## src/rtl/acc_alu_pkg.sv

```systemverilog
package acc_alu_pkg;

  localparam int OP_W = 5;

  typedef enum logic [OP_W-1:0] {
    OP_ADD_K  = 5'd0,
    OP_ADD_F  = 5'd1,
    OP_SUB_K  = 5'd2,
    OP_SUB_F  = 5'd3,
    OP_AND_K  = 5'd4,
    OP_AND_F  = 5'd5,
    OP_IOR_K  = 5'd6,
    OP_IOR_F  = 5'd7,
    OP_XOR_K  = 5'd8,
    OP_XOR_F  = 5'd9,
    OP_COM_F  = 5'd10,
    OP_INC_F  = 5'd11,
    OP_DEC_F  = 5'd12,
    OP_MOV_F  = 5'd13,
    OP_CLR_W  = 5'd14,
    OP_CLR_F  = 5'd15,
    OP_ROL_F  = 5'd16,
    OP_SWP_F  = 5'd17,
    OP_LIT_W  = 5'd18,
    OP_W_TO_F = 5'd19
  } alu_op_e;

  typedef struct packed {
    logic reg_form;
    logic wr_w;
    logic wr_f;
    logic arith;
    logic sub;
    logic lit_src;
    logic upd_c;
    logic upd_dc;
    logic upd_z;
    logic force_z;
    logic rot_c;
  } alu_ctl_t;

endpackage

```

## src/rtl/acc_alu_ctrl.sv

```systemverilog
module acc_alu_ctrl
  import acc_alu_pkg::*;
(
  input  logic [OP_W-1:0] op,
  input  logic            dest_f,
  output alu_ctl_t        ctl
);

  always_comb begin
    ctl = '0;
    case (op)
      OP_ADD_K:  begin ctl.arith = 1'b1; ctl.lit_src = 1'b1; ctl.upd_c = 1'b1; ctl.upd_dc = 1'b1; ctl.upd_z = 1'b1; end
      OP_ADD_F:  begin ctl.reg_form = 1'b1; ctl.arith = 1'b1; ctl.upd_c = 1'b1; ctl.upd_dc = 1'b1; ctl.upd_z = 1'b1; end
      OP_SUB_K:  begin ctl.arith = 1'b1; ctl.sub = 1'b1; ctl.lit_src = 1'b1; ctl.upd_c = 1'b1; ctl.upd_dc = 1'b1; ctl.upd_z = 1'b1; end
      OP_SUB_F:  begin ctl.reg_form = 1'b1; ctl.arith = 1'b1; ctl.sub = 1'b1; ctl.upd_c = 1'b1; ctl.upd_dc = 1'b1; ctl.upd_z = 1'b1; end
      OP_AND_K, OP_IOR_K, OP_XOR_K:
                 begin ctl.lit_src = 1'b1; ctl.upd_z = 1'b1; end
      OP_AND_F, OP_IOR_F, OP_XOR_F, OP_COM_F, OP_INC_F, OP_DEC_F, OP_MOV_F:
                 begin ctl.reg_form = 1'b1; ctl.upd_z = 1'b1; end
      OP_CLR_W:  begin ctl.upd_z = 1'b1; ctl.force_z = 1'b1; end
      OP_CLR_F:  begin ctl.wr_f = 1'b1; ctl.upd_z = 1'b1; ctl.force_z = 1'b1; end
      OP_ROL_F:  begin ctl.reg_form = 1'b1; ctl.upd_c = 1'b1; ctl.rot_c = 1'b1; end
      OP_SWP_F:  ctl.reg_form = 1'b1;
      OP_LIT_W:  ctl.lit_src = 1'b1;
      OP_W_TO_F: ctl.wr_f = 1'b1;
      default:   ctl = '0;
    endcase

    // Destination: register forms follow dest_f, the W-only group is fixed.
    if (ctl.reg_form) begin
      ctl.wr_w = ~dest_f;
      ctl.wr_f = dest_f;
    end else if (op == OP_CLR_W || (ctl.lit_src && op <= OP_LIT_W)) begin
      ctl.wr_w = 1'b1;
    end
  end

endmodule

```

## src/rtl/acc_alu_addsub.sv

```systemverilog
module acc_alu_addsub #(
  parameter int WIDTH = 8
) (
  input  logic [WIDTH-1:0] a,
  input  logic [WIDTH-1:0] b,
  input  logic             sub,
  output logic [WIDTH-1:0] sum,
  output logic             c_out,
  output logic             dc_out
);

  localparam int LO = WIDTH / 2;
  localparam int HI = WIDTH - LO;

  logic [WIDTH-1:0] b_eff;
  logic [LO:0]      lo_sum;
  logic [HI:0]      hi_sum;

  // Subtraction is a + ~b + 1, so carries come out as "no borrow".
  assign b_eff  = sub ? ~b : b;
  assign lo_sum = {1'b0, a[LO-1:0]} + {1'b0, b_eff[LO-1:0]} + {{LO{1'b0}}, sub};
  assign hi_sum = {1'b0, a[WIDTH-1:LO]} + {1'b0, b_eff[WIDTH-1:LO]} + {{HI{1'b0}}, lo_sum[LO]};

  assign sum    = {hi_sum[HI-1:0], lo_sum[LO-1:0]};
  assign dc_out = lo_sum[LO];
  assign c_out  = hi_sum[HI];

endmodule

```

## src/rtl/acc_alu_logic.sv

```systemverilog
module acc_alu_logic
  import acc_alu_pkg::*;
#(
  parameter int WIDTH = 8
) (
  input  logic [OP_W-1:0]  op,
  input  logic [WIDTH-1:0] w,
  input  logic [WIDTH-1:0] f,
  input  logic [WIDTH-1:0] k,
  input  logic             c_in,
  output logic [WIDTH-1:0] res,
  output logic             rot_c
);

  localparam int LO = WIDTH / 2;
  localparam logic [WIDTH-1:0] ONE = WIDTH'(1);

  always_comb begin
    case (op)
      OP_AND_K:  res = w & k;
      OP_AND_F:  res = w & f;
      OP_IOR_K:  res = w | k;
      OP_IOR_F:  res = w | f;
      OP_XOR_K:  res = w ^ k;
      OP_XOR_F:  res = w ^ f;
      OP_COM_F:  res = ~f;
      OP_INC_F:  res = f + ONE;
      OP_DEC_F:  res = f - ONE;
      OP_MOV_F:  res = f;
      OP_ROL_F:  res = {f[WIDTH-2:0], c_in};
      OP_SWP_F:  res = {f[LO-1:0], f[WIDTH-1:LO]};
      OP_LIT_W:  res = k;
      OP_W_TO_F: res = w;
      default:   res = '0;
    endcase
  end

  assign rot_c = f[WIDTH-1];

endmodule

```

## src/rtl/acc_alu.sv

```systemverilog
module acc_alu
  import acc_alu_pkg::*;
#(
  parameter int WIDTH = 8
) (
  input  logic             clk,
  input  logic             rst,
  input  logic             op_valid,
  input  logic [OP_W-1:0]  op_code,
  input  logic             dest_f,
  input  logic [WIDTH-1:0] w_in,
  input  logic [WIDTH-1:0] f_in,
  input  logic [WIDTH-1:0] k_in,
  output logic [WIDTH-1:0] result,
  output logic             w_we,
  output logic             f_we,
  output logic             c_flag,
  output logic             dc_flag,
  output logic             z_flag
);

  alu_ctl_t         ctl;
  logic [WIDTH-1:0] as_a, as_b, as_sum, lg_res, res_n;
  logic             as_c, as_dc, lg_c;
  logic             c_n, dc_n, z_n;

  acc_alu_ctrl u_ctrl (
    .op     (op_code),
    .dest_f (dest_f),
    .ctl    (ctl)
  );

  // Addition: W + operand. Subtraction: operand - W.
  assign as_a = ctl.sub ? (ctl.lit_src ? k_in : f_in) : w_in;
  assign as_b = ctl.sub ? w_in : (ctl.lit_src ? k_in : f_in);

  acc_alu_addsub #(.WIDTH(WIDTH)) u_addsub (
    .a      (as_a),
    .b      (as_b),
    .sub    (ctl.sub),
    .sum    (as_sum),
    .c_out  (as_c),
    .dc_out (as_dc)
  );

  acc_alu_logic #(.WIDTH(WIDTH)) u_logic (
    .op    (op_code),
    .w     (w_in),
    .f     (f_in),
    .k     (k_in),
    .c_in  (c_flag),
    .res   (lg_res),
    .rot_c (lg_c)
  );

  always_comb begin
    res_n = ctl.arith ? as_sum : lg_res;
    c_n   = c_flag;
    dc_n  = dc_flag;
    z_n   = z_flag;
    if (ctl.upd_c)  c_n  = ctl.rot_c ? lg_c : as_c;
    if (ctl.upd_dc) dc_n = as_dc;
    if (ctl.upd_z)  z_n  = ctl.force_z | (res_n == '0);
  end

  always_ff @(posedge clk) begin
    if (rst) begin
      result  <= '0;
      w_we    <= 1'b0;
      f_we    <= 1'b0;
      c_flag  <= 1'b0;
      dc_flag <= 1'b0;
      z_flag  <= 1'b0;
    end else begin
      w_we <= op_valid & ctl.wr_w;
      f_we <= op_valid & ctl.wr_f;
      if (op_valid) begin
        if (ctl.wr_w | ctl.wr_f) result <= res_n;
        c_flag  <= c_n;
        dc_flag <= dc_n;
        z_flag  <= z_n;
      end
    end
  end

  a_r1_idle_no_write: assert property (@(posedge clk) disable iff (rst)
    !op_valid |=> (!w_we && !f_we));

  a_r1_idle_flags_hold: assert property (@(posedge clk) disable iff (rst)
    !op_valid |=> $stable({c_flag, dc_flag, z_flag}));

  a_r2_dest_steer: assert property (@(posedge clk) disable iff (rst)
    (op_valid && ctl.reg_form) |=> (f_we == $past(dest_f)) && (w_we == !$past(dest_f)));

  a_r7_clear_zero: assert property (@(posedge clk) disable iff (rst)
    (op_valid && (op_code == OP_CLR_W || op_code == OP_CLR_F))
      |=> (result == '0) && z_flag && $stable({c_flag, dc_flag}));

  a_r8_rotate_carry: assert property (@(posedge clk) disable iff (rst)
    (op_valid && op_code == OP_ROL_F)
      |=> (c_flag == $past(f_in[WIDTH-1])) && (result[0] == $past(c_flag)) && $stable({dc_flag, z_flag}));

  a_r9_swap_flags: assert property (@(posedge clk) disable iff (rst)
    (op_valid && op_code == OP_SWP_F) |=> $stable({c_flag, dc_flag, z_flag}));

  a_r11_unused_quiet: assert property (@(posedge clk) disable iff (rst)
    (op_valid && op_code > OP_W_TO_F) |=> (!w_we && !f_we && $stable({c_flag, dc_flag, z_flag})));

endmodule

```

## config.mk

```make
export PLATFORM = sky130hd
export DESIGN_NAME = acc_alu
export DESIGN_NICKNAME = d
export VERILOG_FILES = /design/src/rtl/acc_alu_pkg.sv /design/src/rtl/acc_alu_ctrl.sv /design/src/rtl/acc_alu_addsub.sv /design/src/rtl/acc_alu_logic.sv /design/src/rtl/acc_alu.sv
export SDC_FILE = /design/constraint.sdc
export NUM_CORES = 1
export LEC_CHECK = 0
export BUFFER_PORTS_ARGS = -buffer_cell sky130_fd_sc_hd__buf_2
export CORE_ASPECT_RATIO = 1.75
export CORE_MARGIN = 2
export CORE_UTILIZATION = 25
export DETAILED_ROUTE_END_ITERATION = 10
export SYNTH_ARGS = -nofsm -noshare
export SYNTH_HDL_FRONTEND = slang
export SYNTH_SLANG_ARGS = --single-unit
```

## constraint.sdc

```tcl
create_clock -name clk -period 4.5 [get_ports clk]
set_input_delay 0.675 -clock clk [delete_from_list [all_inputs] [get_ports clk]]
set_output_delay 0.675 -clock clk [all_outputs]
set_load 0.03 [all_outputs]
```

* Yosys cells after proc, flatten, opt, wreduce, memory -nomap -nowiden
Index checks and enable logic that the tools add are counted. Widths: inputs -> output; s select.
Operators by class: bitwise operators 13, reduce and logical (&&, ||, !) cells 16, equal/unequal tests 19, muxes and demuxes 19, order comparisons 1, $add $sub $neg 6
Operators with widths (number):
- $pmux 8 s14 | 1
- $eq 5x4->1 const B | 8
- $mux 8 | 5
- $eq 5x3->1 const B | 4
- $eq 5x5->1 const B | 4
- $and 8x8->8 | 2
- $not 8->8 | 2
- $or 8x8->8 | 2
- $reduce_or 16->1 | 1
- $xor 8x8->8 | 2
- $mux 1 | 13
- $reduce_or 11->1 | 1
- $add 4x4->5 | 2
- $add 5x1->5 | 2
- $eq 5x2->1 const B | 2
- $add 8x1->8 const B | 1
- $logic_not 8->1 | 1
- $reduce_and 2->1 | 4
- $sub 8x1->8 const B | 1
- $reduce_or 2->1 | 3
- $reduce_or 6->1 | 1
- $eq 5x1->1 const B | 1
- $le 5x5->1 const B | 1
- $logic_not 5->1 | 1
- 7 further kinds | 9
Storage, ports and cells: bits of input ports 33, register bits 13

* Depth between registers and ports, before layout
Gate-level depths: netlist (run 1).
word-level depth 13, mapped depth 20, mapped depth without buffers 18

* Cells and area by module
From an unflattened synthesis (run 1), not the netlist that was laid out.
Second synthesis, totals: cells, all modules 317, area total of the unflattened synthesis 2596.2 µm²
Modules (own cells, without submodules):
- acc_alu_logic | instances 1, seq. area each 0.0 µm², cells an instance 156, area an instance 1167.4 µm²
- acc_alu | instances 1, seq. area each 260.2 µm², cells an instance 91, area an instance 868.3 µm²
- acc_alu_addsub | instances 1, seq. area each 0.0 µm², cells an instance 44, area an instance 390.4 µm²
- acc_alu_ctrl | instances 1, seq. area each 0.0 µm², cells an instance 26, area an instance 170.2 µm²

* Worst setup path before layout (run 1)
OpenSTA, ideal clock, no wires.
path kind in2reg, from input op_code[4], to register z_flag, stages on the path 19, arrival time 4.588 ns, required time 4.384 ns, path slack -0.203 ns, setup time 0.116 ns, path through clkbuf_1 -> nor3_1 -> and2_1 -> clkbuf_1 -> clkbuf_1 -> mux2i_1 -> fa_1 -> a21o_1 -> a21o_1 -> fa_1 -> inv_1 -> fa_1 -> nor2_1 -> a31oi_1 -> nor3_1 -> a211oi_1 -> o2111ai_1 -> nor4_2 -> a31o_1
Between the ends: word-level cells in the longest chain between the ends 13, elaborated cells between the ends (all ways) 44, those cells by class add/sub (4); eq/ne (19); mux (11); bitwise (2); reduce/logical (8)
RTL lines:
- start: declaration | RTL line acc_alu.sv:9 | input logic [OP_W-1:0] op_code,
- $eq 5x5->1, or another cell as far along | RTL line acc_alu_ctrl.sv:11 | case (op)
- $reduce_or 6->1 (no source line)
- $mux 1 | RTL line acc_alu_ctrl.sv:11
- $mux 8 | RTL line acc_alu.sv:34, acc_alu.sv:35
- $mux 8 | RTL line acc_alu.sv:35 | assign as_b = ctl.sub ? w_in : (ctl.lit_src ? k_in : f_in);
- $not 8->8 | RTL line acc_alu_addsub.sv:20 | assign b_eff = sub ? ~b : b;
- $mux 8 | RTL line acc_alu_addsub.sv:20
- $add 4x4->5 | RTL line acc_alu_addsub.sv:21 | assign lo_sum = {1'b0, a[LO-1:0]} + {1'b0, b_eff[LO-1:0]} + {{LO{1'b0}}, sub};
- $add 5x1->5 (*) | RTL line acc_alu_addsub.sv:21
- named net as_dc | RTL line acc_alu.sv:24 | logic as_c, as_dc, lg_c;
- $add 5x1->5 (*) | RTL line acc_alu_addsub.sv:22 | assign hi_sum = {1'b0, a[WIDTH-1:LO]} + {1'b0, b_eff[WIDTH-1:LO]} + {{HI{1'b0}}, lo_sum[LO]};
- $mux 8 (*) | RTL line acc_alu.sv:57 | res_n = ctl.arith ? as_sum : lg_res;
- $logic_not 8->1 (*) | RTL line acc_alu.sv:63 | if (ctl.upd_z) z_n = ctl.force_z | (res_n == '0);
- $or 1x1->1 (*) | RTL line acc_alu.sv:63
- end signal: assignment | RTL line acc_alu.sv:81 | z_flag <= z_n;
- end: declaration | RTL line acc_alu.sv:19 | output logic z_flag
The timed path passes the listed nets; every way through them passes the cells marked *. A chain may end at the register's enable or synchronous reset.

* Worst setup path after layout (run 1)
from input op_code[0], to register result[5]
Between the ends: word-level cells in the longest chain between the ends 11, elaborated cells between the ends (all ways) 49, those cells by class add/sub (4); order compare (1); eq/ne (19); mux (14); bitwise (2); reduce/logical (9)
RTL lines:
- $eq 5x5->1, or another cell as far along | RTL line acc_alu_ctrl.sv:11
- $reduce_or 6->1 (no source line)
- $mux 1 | RTL line acc_alu_ctrl.sv:11
- $mux 8 | RTL line acc_alu.sv:34, acc_alu.sv:35
- $mux 8 | RTL line acc_alu.sv:35
- $not 8->8 | RTL line acc_alu_addsub.sv:20
- $mux 8 | RTL line acc_alu_addsub.sv:20
- $add 4x4->5 | RTL line acc_alu_addsub.sv:21
- $add 5x1->5 (*) | RTL line acc_alu_addsub.sv:21
- named net as_dc | RTL line acc_alu.sv:24
- $add 5x1->5 (*) | RTL line acc_alu_addsub.sv:22
- $mux 8 (*) | RTL line acc_alu.sv:57
- end signal: assignment | RTL line acc_alu.sv:78 | if (ctl.wr_w | ctl.wr_f) result <= res_n;
- end: declaration | RTL line acc_alu.sv:14 | output logic [WIDTH-1:0] result,
Marked as above.

==> Implementation_results.wiki, run 1 <==
{| class="wikitable"
! Metric !! Value
|-
| Number of instances on the worst hold path || 2
|-
| Worst Hold Class || reg -> reg
|-
| Clock Skew || 2.25 ps
|-
| Number of standard cells in the layout, taps in and fillers out || 507
|-
| Worst Reg2Reg Path Length in Cells || 5
|-
| Post-synthesis xor/xnor area fraction || 7.37%
|-
| Fraction of synthesis flops using an asynchronous set or reset pin || 0%
|-
| Critical Path Source Type || input pin
|-
| Warnings from Yosys || 0
|-
| Power density relative to cell area || 201 nW/um2
|-
| Dominant combinational cell family by area after synthesis || compound AO/OA/AOI/OAI gates
|-
| Detailed-router iteration count before antenna repair || 4
|-
| Synth unique cells || 61
|-
| Utilization after layout || 31.6%
|-
| Overall overflow remaining after global route || 0
|-
| #FFs+latches synth || 13
|-
| Highest attainable clock frequency || 0.236 GHz
|-
| Clock period minus final worst setup slack || 4240 ps
|-
| Simple-gate share of the synthesized area || 23.2%
|-
| Slew at the pin with the worst max-slew slack || 866 ps
|-
| Antenna Violating Nets Remaining || 0
|-
| Type of the setup path with the least slack || in -> reg
|-
| Min-Delay Startpoint || dc_flag$_SDFFE_PP0P_
|-
| TritonCTS clock tree || yes
|-
| Result of the run || finished clean
|-
| Multi-input combinational cell area || 2110 um2
|-
| Total negative slack for setup checks || 0 ps
|-
| Synthesized-area fraction occupied by ao, oa, aoi and oai cells || 26.2%
|-
| First-iteration detailed-routing DRC count || 174
|-
| Max-Cap Viols || 0
|-
| Htree depth || 1
|-
| Synth-to-Final Area Change || 23.9%
|-
| Number of enable flip-flop cells after synthesis || 0
|-
| Final setup violation count || 0
|-
| Sort of element at the end of the critical path || flop
|-
| Remaining design rule violation count || 0
|-
| Count of input and output buffers || 45
|-
| All-layer global routing usage || 16.8%
|-
| Worst hold endpoint || dc_flag$_SDFFE_PP0P_
|-
| FF-to-FF Start || c_flag$_SDFFE_PP0P_
|-
| TritonCTS Sinks || 13
|-
| CP arrival || 4420 ps
|-
| Largest net degree at the start of global routing || 37
|-
| Starting density of the core || 25.5%
|-
| Boundary Pins || 46
|-
| Capturing point of the worst reg2reg path || z_flag$_SDFFE_PP0P_
|-
| Latest clock arrival within the worst-skew pair || 240 ps
|-
| Die Footprint || 10,800 um2
|-
| Vias in the first global route || 2,880
|-
| X dimension of the die || 79.5 um
|-
| Hold bufs inserted after CTS || 0
|-
| Mean post-synth cell area || 7.50 um2
|-
| Post-DP HPWL || 7350 um
|-
| Register-to-register path setup slack || 3090 ps
|-
| Crit Path Max Fanout || 2
|-
| Mux share of post-synthesis cell area || 16.8%
|-
| Worst endpoint required time || 4680 ps
|-
| Via total after detailed routing || 2,812
|-
| Cell count after synthesis || 333
|-
| Fraction of the mapped netlist area in adder cells || 9.62%
|-
| FF/Latch Area || 260 um2
|-
| Leakage || 1.37 nW
|-
| Buffer type at the clock tree root || sky130_fd_sc_hd__clkbuf_16
|-
| Die Ht || 136 um
|-
| Final hold vios || 0
|-
| Total clock buffers created by CTS || 3
|-
| RePlAce Congestion || 0.934
|-
| Post-Place Cells || 502
|-
| Sequential-to-total area share from yosys stat || 10.4%
|-
| Via density per instance || 5.55
|-
| Final net count || 432
|-
| Most used flip-flop cell after synthesis || sky130_fd_sc_hd__dfxtp_1
|-
| Clock-pin slew on the worst setup and hold paths || 50 ps
|-
| Fraction of the cycle the final worst path needs || 94.1%
|-
| Final count of pins violating max slew || 0
|-
| Number of cell rows || 48
|-
| Net count of the mapped netlist || 382
|-
| First-pass GRT wire length || 14,300 um
|-
| Initial antenna violation count || 0
|-
| Wire length reported by the detailed router || 9080 um
|-
| Number of fill cells || 1,054
|-
| Number of buffers between clock root and the deepest sink || 2
|-
| Remaining max-slew budget at the tightest pin || 42.1%
|-
| Share of post-route cells with drive strength above 1 || 25.7%
|-
| Inserted Diodes || 0
|-
| Core area || 9790 um2
|-
| Netlist area before placement || 2500 um2
|-
| Maximum VDD drop || 0.000160 V
|-
| Routed length per instance || 17.9 um
|}
-- layout by cell type (no fill, tap or decap), types with 4 or more instances in the layout --
cell type	synthesis	layout
sky130_fd_sc_hd__a21o_1	11	11
sky130_fd_sc_hd__a21oi_1	25	25
sky130_fd_sc_hd__a221oi_1	4	4
sky130_fd_sc_hd__a22o_1	4	4
sky130_fd_sc_hd__a22oi_1	8	8
sky130_fd_sc_hd__buf_2	13	45
sky130_fd_sc_hd__buf_4	1	26
sky130_fd_sc_hd__dfxtp_1	13	13
sky130_fd_sc_hd__ha_1	12	12
sky130_fd_sc_hd__inv_1	9	9
sky130_fd_sc_hd__mux2_2	6	6
sky130_fd_sc_hd__mux2i_1	33	31
sky130_fd_sc_hd__nand2_1	15	15
sky130_fd_sc_hd__nand2b_1	4	4
sky130_fd_sc_hd__nand3_1	12	12
sky130_fd_sc_hd__nand4_1	4	4
sky130_fd_sc_hd__nor2_1	32	31
sky130_fd_sc_hd__nor2b_1	11	10
sky130_fd_sc_hd__nor3_1	11	10
sky130_fd_sc_hd__o21ai_0	12	12
sky130_fd_sc_hd__xnor2_1	13	13
sky130_fd_sc_hd__xor2_1	8	8
-- registers in the layout, summed over array words and instances (netlist names) --
signal / cells
c_flag: 1
dc_flag: 1
f_we: 1
result: 8
w_we: 1
z_flag: 1
-- Yosys cell counts, types with 12 or more instances --
library cell / number / share of area [%]
sky130_fd_sc_hd__mux2i_1: 33 / 13
sky130_fd_sc_hd__nor2_1: 32 / 4.8
sky130_fd_sc_hd__a21oi_1: 25 / 5.0
sky130_fd_sc_hd__nand2_1: 15 / 2.3
sky130_fd_sc_hd__buf_2: 13 / 2.6
sky130_fd_sc_hd__dfxtp_1: 13 / 10
sky130_fd_sc_hd__xnor2_1: 13 / 4.6
sky130_fd_sc_hd__clkbuf_1: 12 / 1.8
sky130_fd_sc_hd__ha_1: 12 / 6.0
sky130_fd_sc_hd__nand3_1: 12 / 2.4
sky130_fd_sc_hd__o21ai_0: 12 / 2.4
-- how the worst max path moves through the flow --
stage | from | to | slack, ps | cells after the start
floorplan | op_code[4] | z_flag$_SDFFE_PP0P_ | 30 | 19
global placement | op_code[0] | z_flag$_SDFFE_PP0P_ | -60 | 18
detailed placement | op_code[3] | z_flag$_SDFFE_PP0P_ | -90 | 20
CTS | op_code[3] | z_flag$_SDFFE_PP0P_ | 140 | 20
global route | op_code[3] | result[5]$_SDFFE_PP0P_ | -10 | 19
finish | op_code[0] | result[5]$_SDFFE_PP0P_ | 260 | 19
-- through the flow --
stage / setup slack, ps / hold slack, ps / total power, W / area, um2
after floorplan: 31.2 / 580 / 0.000338 / 2500
after global placement: -62.2 / 462 / 0.000443 / 2980
after detailed placement: -87.8 / 460 / 0.000447 / 2980
after CTS: 144 / 465 / 0.000615 / 3060
after global routing: -11.8 / 478 / 0.000662 / 3090
final: 265 / 457 / 0.000623 / 3090
-- timing repair --
item                                    CTS  global route
setup buffers                             0             1
endpoints found under the setup margin    0             4
resized for setup                         0             8
-- power by group --
part	total, W	internal [W]	leakage (nW)	switching (W)
Sequential	0.000128	0.000124	0.106	0.00000444
Combinational	0.000328	0.000141	1.23	0.000188
Clock	0.000166	0.000118	0.0409	0.0000481
Total	0.000623	0.000382	1.37	0.000240
-- final cells by class --
| class | count | share of cell area, % |
|---|---|---|
| multi-input combinational | 283 | 68.2 |
| timing repair buffer | 73 | 14.6 |
| sequential | 13 | 8.41 |
| tap | 125 | 5.06 |
| clock buffer | 3 | 2.43 |
| inverter | 9 | 1.09 |
| clock inverter | 1 | 0.162 |
-- critical path: stages --
cell                        delay (ps)
sky130_fd_sc_hd__buf_2             100
sky130_fd_sc_hd__or4b_1            540
sky130_fd_sc_hd__o311ai_1          100
sky130_fd_sc_hd__a21bo_2           260
sky130_fd_sc_hd__mux2_2            270
sky130_fd_sc_hd__fa_2              360
sky130_fd_sc_hd__a21o_1            170
sky130_fd_sc_hd__a21o_1            180
sky130_fd_sc_hd__fa_2              390
sky130_fd_sc_hd__inv_1              70
sky130_fd_sc_hd__fa_1              400
sky130_fd_sc_hd__nor2_1            110
sky130_fd_sc_hd__a31oi_1            50
sky130_fd_sc_hd__nor3_1            180
sky130_fd_sc_hd__a211oi_1           70
sky130_fd_sc_hd__o2111ai_1         140
sky130_fd_sc_hd__buf_4             160
sky130_fd_sc_hd__mux2i_1            50
sky130_fd_sc_hd__nor2_1            120
-- kinds of logic after synthesis --
| kind of cell | count (synthesis) |
|---|---|
| xor gates and xnor gates | 21 |
| muxes | 40 |
| adders and majority gates | 17 |
| AOI/OAI and AO/OA | 95 |
| buffers and inverters | 37 |
| and+or+nand+nor | 110 |
| DFF | 13 |
-- routing by layer --
metal / vias up / GRT usage (%) / routed length, um
met5: - / 0 / 0
met4: 0 / 10.1 / 583
met3: 40 / 1.53 / 424
met2: 111 / 32.6 / 4990
met1: 1324 / 16.6 / 3080
li1: 1337 / - / -
Power figures use the tool's default switching activity.
==> inputs of run 2 (changes only) <==
--- a/config.mk
+++ b/config.mk
@@ -9,7 +9,9 @@
 export CORE_ASPECT_RATIO = 1.75
 export CORE_MARGIN = 2
 export CORE_UTILIZATION = 25
+export CTS_BUF_LIST = sky130_fd_sc_hd__clkbuf_2 sky130_fd_sc_hd__clkbuf_4 sky130_fd_sc_hd__clkbuf_8
 export DETAILED_ROUTE_END_ITERATION = 10
+export SLEW_MARGIN = 20
 export SYNTH_ARGS = -nofsm -noshare
 export SYNTH_HDL_FRONTEND = slang
 export SYNTH_SLANG_ARGS = --single-unit
==> Implementation_results.wiki, run 2 (synthesized netlist as in run 1, its figures left out) <==
{| class="wikitable"
! Metric !! Value
|-
| Result of the run || finished clean
|-
| Buffer type at the clock tree root || sky130_fd_sc_hd__clkbuf_8
|-
| Number of flip-flops in the largest register || 8 (unchanged)
|-
| Detailed-router iteration count before antenna repair || 4 (unchanged)
|-
| Clock period minus final worst setup slack || 4240 ps (+0.00700 ps)
|-
| Worst endpoint required time || 4680 ps (about the same)
|-
| Critical Path Source Type || input pin
|-
| Boundary Pins || 46 (unchanged)
|-
| Total clock buffers created by CTS || 3 (unchanged)
|-
| Count of input and output buffers || 45 (unchanged)
|-
| Antenna Violating Nets Remaining || 0 (unchanged)
|-
| Htree depth || 1 (unchanged)
|-
| Core area || 9790 um2 (unchanged)
|-
| Power density relative to cell area || 182 nW/um2 (-9.8%)
|-
| Final net count || 432 (unchanged)
|-
| Type of the setup path with the least slack || in -> reg
|-
| Share of post-route cells with drive strength above 1 || 25.7% (unchanged)
|-
| Vias in the first global route || 2,888 (+0.28%)
|-
| Starting density of the core || 25.5% (unchanged)
|-
| Post-route standard cell area excluding fillers || 3060 um2 (-1.1%)
|-
| Crit Path Max Fanout || 2 (unchanged)
|-
| Sort of element at the end of the critical path || flop
|-
| Leakage || 1.36 nW (-1.1%)
|-
| Max-Cap Viols || 0 (unchanged)
|-
| First-pass GRT wire length || 14,300 um (-0.43%)
|-
| Clock Skew || 5.04 ps (+2.79 ps)
|-
| Via density per instance || 5.54 (-0.11%)
|-
| Routed length per instance || 17.7 um (-0.97%)
|-
| Fraction of the cycle the final worst path needs || 94.1% (about the same)
|-
| Slew at the pin with the worst max-slew slack || 871 ps (+4.13 ps)
|-
| Highest attainable clock frequency || 0.236 GHz (unchanged)
|-
| Die Ht || 136 um (unchanged)
|-
| Most used cells in the layout excluding fill and tap cells || sky130_fd_sc_hd__buf_2, sky130_fd_sc_hd__mux2i_1, sky130_fd_sc_hd__nor2_1
|-
| Synth-to-Final Area Change || 22.6%
|-
| Post-Place Cells || 502 (unchanged)
|-
| Worst Hold Class || reg -> reg
|-
| Number of standard cells in the layout, taps in and fillers out || 507 (unchanged)
|-
| Number of cell rows || 48 (unchanged)
|-
| First-iteration detailed-routing DRC count || 198 (+14%)
|-
| Die Footprint || 10,800 um2 (unchanged)
|-
| Final hold vios || 0 (unchanged)
|-
| Post-place setup slack || -87.8 ps (unchanged)
|-
| Most frequent standard cell in the layout excluding fill and tap cells || sky130_fd_sc_hd__buf_2
|-
| Final count of pins violating max slew || 0 (unchanged)
|-
| Largest reg by FF count || result
|-
| Number of buffers between clock root and the deepest sink || 2 (unchanged)
|-
| TritonCTS clock tree || yes
|-
| Maximum VDD drop || 0.000130 V (-19%)
|-
| Largest net degree at the start of global routing || 37 (unchanged)
|-
| Final hold slack || 459 ps (+2.01 ps)
|-
| Final setup violation count || 0 (unchanged)
|-
| Final WS setup || 265 ps (-0.00700 ps)
|-
| Wire length reported by the detailed router || 8990 um (-0.97%)
|-
| CP arrival || 4410 ps (about the same)
|-
| Total negative slack for setup checks || 0 ps (unchanged)
|-
| DP Area || 2980 um2 (unchanged)
|-
| Remaining max-slew budget at the tightest pin || 41.8% (-0.28 points)
|-
| Clock-pin slew on the worst setup and hold paths || 60 ps (about the same)
|-
| Initial antenna violation count || 0 (unchanged)
|-
| RePlAce Congestion || 0.934 (unchanged)
|-
| Latest clock arrival within the worst-skew pair || 240 ps (about the same)
|-
| X dimension of the die || 79.5 um (unchanged)
|-
| TritonCTS Sinks || 13 (unchanged)
|-
| Via total after detailed routing || 2,809 (-0.11%)
|-
| All-layer global routing usage || 16.7% (-0.15 points)
|-
| Overall overflow remaining after global route || 0 (unchanged)
|-
| Inserted Diodes || 0 (unchanged)
|-
| Post-DP HPWL || 7350 um (unchanged)
|-
| Remaining design rule violation count || 0 (unchanged)
|}
[run 2: path summary, 6_finish.rpt]
check                             from                endpoint  slack [ps]  cells past startpoint
setup reg to reg   c_flag$_SDFFE_PP0P_     z_flag$_SDFFE_PP0P_        3090                      5
setup / recovery            op_code[0]  result[5]$_SDFFE_PP0P_         260                     19
hold / removal    dc_flag$_SDFFE_PP0P_    dc_flag$_SDFFE_PP0P_         460                      2
hold reg to reg   dc_flag$_SDFFE_PP0P_    dc_flag$_SDFFE_PP0P_         460                      2
[run 2: power breakdown]
part,total [W],switching (W),internal (W)
logic,0.000328,0.000187,0.000141
registers,0.000128,0.00000438,0.000123
clock network,0.0000998,0.0000390,0.0000609
[run 2: metal layers]
layer / track usage (%) / vias up / part of all wire [%]
met5: 0 / - / 0
met4: 9.10 / 0 / 7.3
met3: 1.73 / 47 / 4.6
met2: 32.6 / 103 / 54
met1: 16.5 / 1320 / 34
li1: - / 1339 / -
[run 2: critical path, cell delays in order]
cell                        delay (ps)
sky130_fd_sc_hd__buf_2             100
sky130_fd_sc_hd__or4b_1            540
sky130_fd_sc_hd__o311ai_1          100
sky130_fd_sc_hd__a21bo_2           260
sky130_fd_sc_hd__mux2_2            270
sky130_fd_sc_hd__fa_2              360
sky130_fd_sc_hd__a21o_1            170
sky130_fd_sc_hd__a21o_1            180
sky130_fd_sc_hd__fa_2              390
sky130_fd_sc_hd__inv_1              70
sky130_fd_sc_hd__fa_1              400
sky130_fd_sc_hd__nor2_1            110
sky130_fd_sc_hd__a31oi_1            50
sky130_fd_sc_hd__nor3_1            180
sky130_fd_sc_hd__a211oi_1           70
sky130_fd_sc_hd__o2111ai_1         140
sky130_fd_sc_hd__buf_4             160
sky130_fd_sc_hd__mux2i_1            50
sky130_fd_sc_hd__nor2_1            130
[run 2: per-stage QoR]
stage	utilization (%)	power [W]
after floorplan	-	0.000338
after global placement	30.4	0.000443
after detailed placement	30.4	0.000447
after CTS	30.9	0.000549
after global routing	31.3	0.000595
final	31.3	0.000555
[run 2: layout make-up]
| cell class | instances | area [um2] |
|---|---|---|
| Tap cell | 125 | 156 |
| Clock buffer | 3 | 41.3 |
| Fill cell | 1055 | 6730 |
| Clock inverter | 1 | 5.00 |
| Multi-Input combinational cell | 283 | 2110 |
| Timing Repair Buffer | 73 | 452 |
| Sequential cell | 13 | 260 |
| Inverter | 9 | 33.8 |
[run 2: timing repair]
item | CTS | global route
gates resized for setup | 0 | 8
endpoints found under the setup margin | 0 | 4
hold buffers | 0 | 0
buffers inserted | 0 | 1
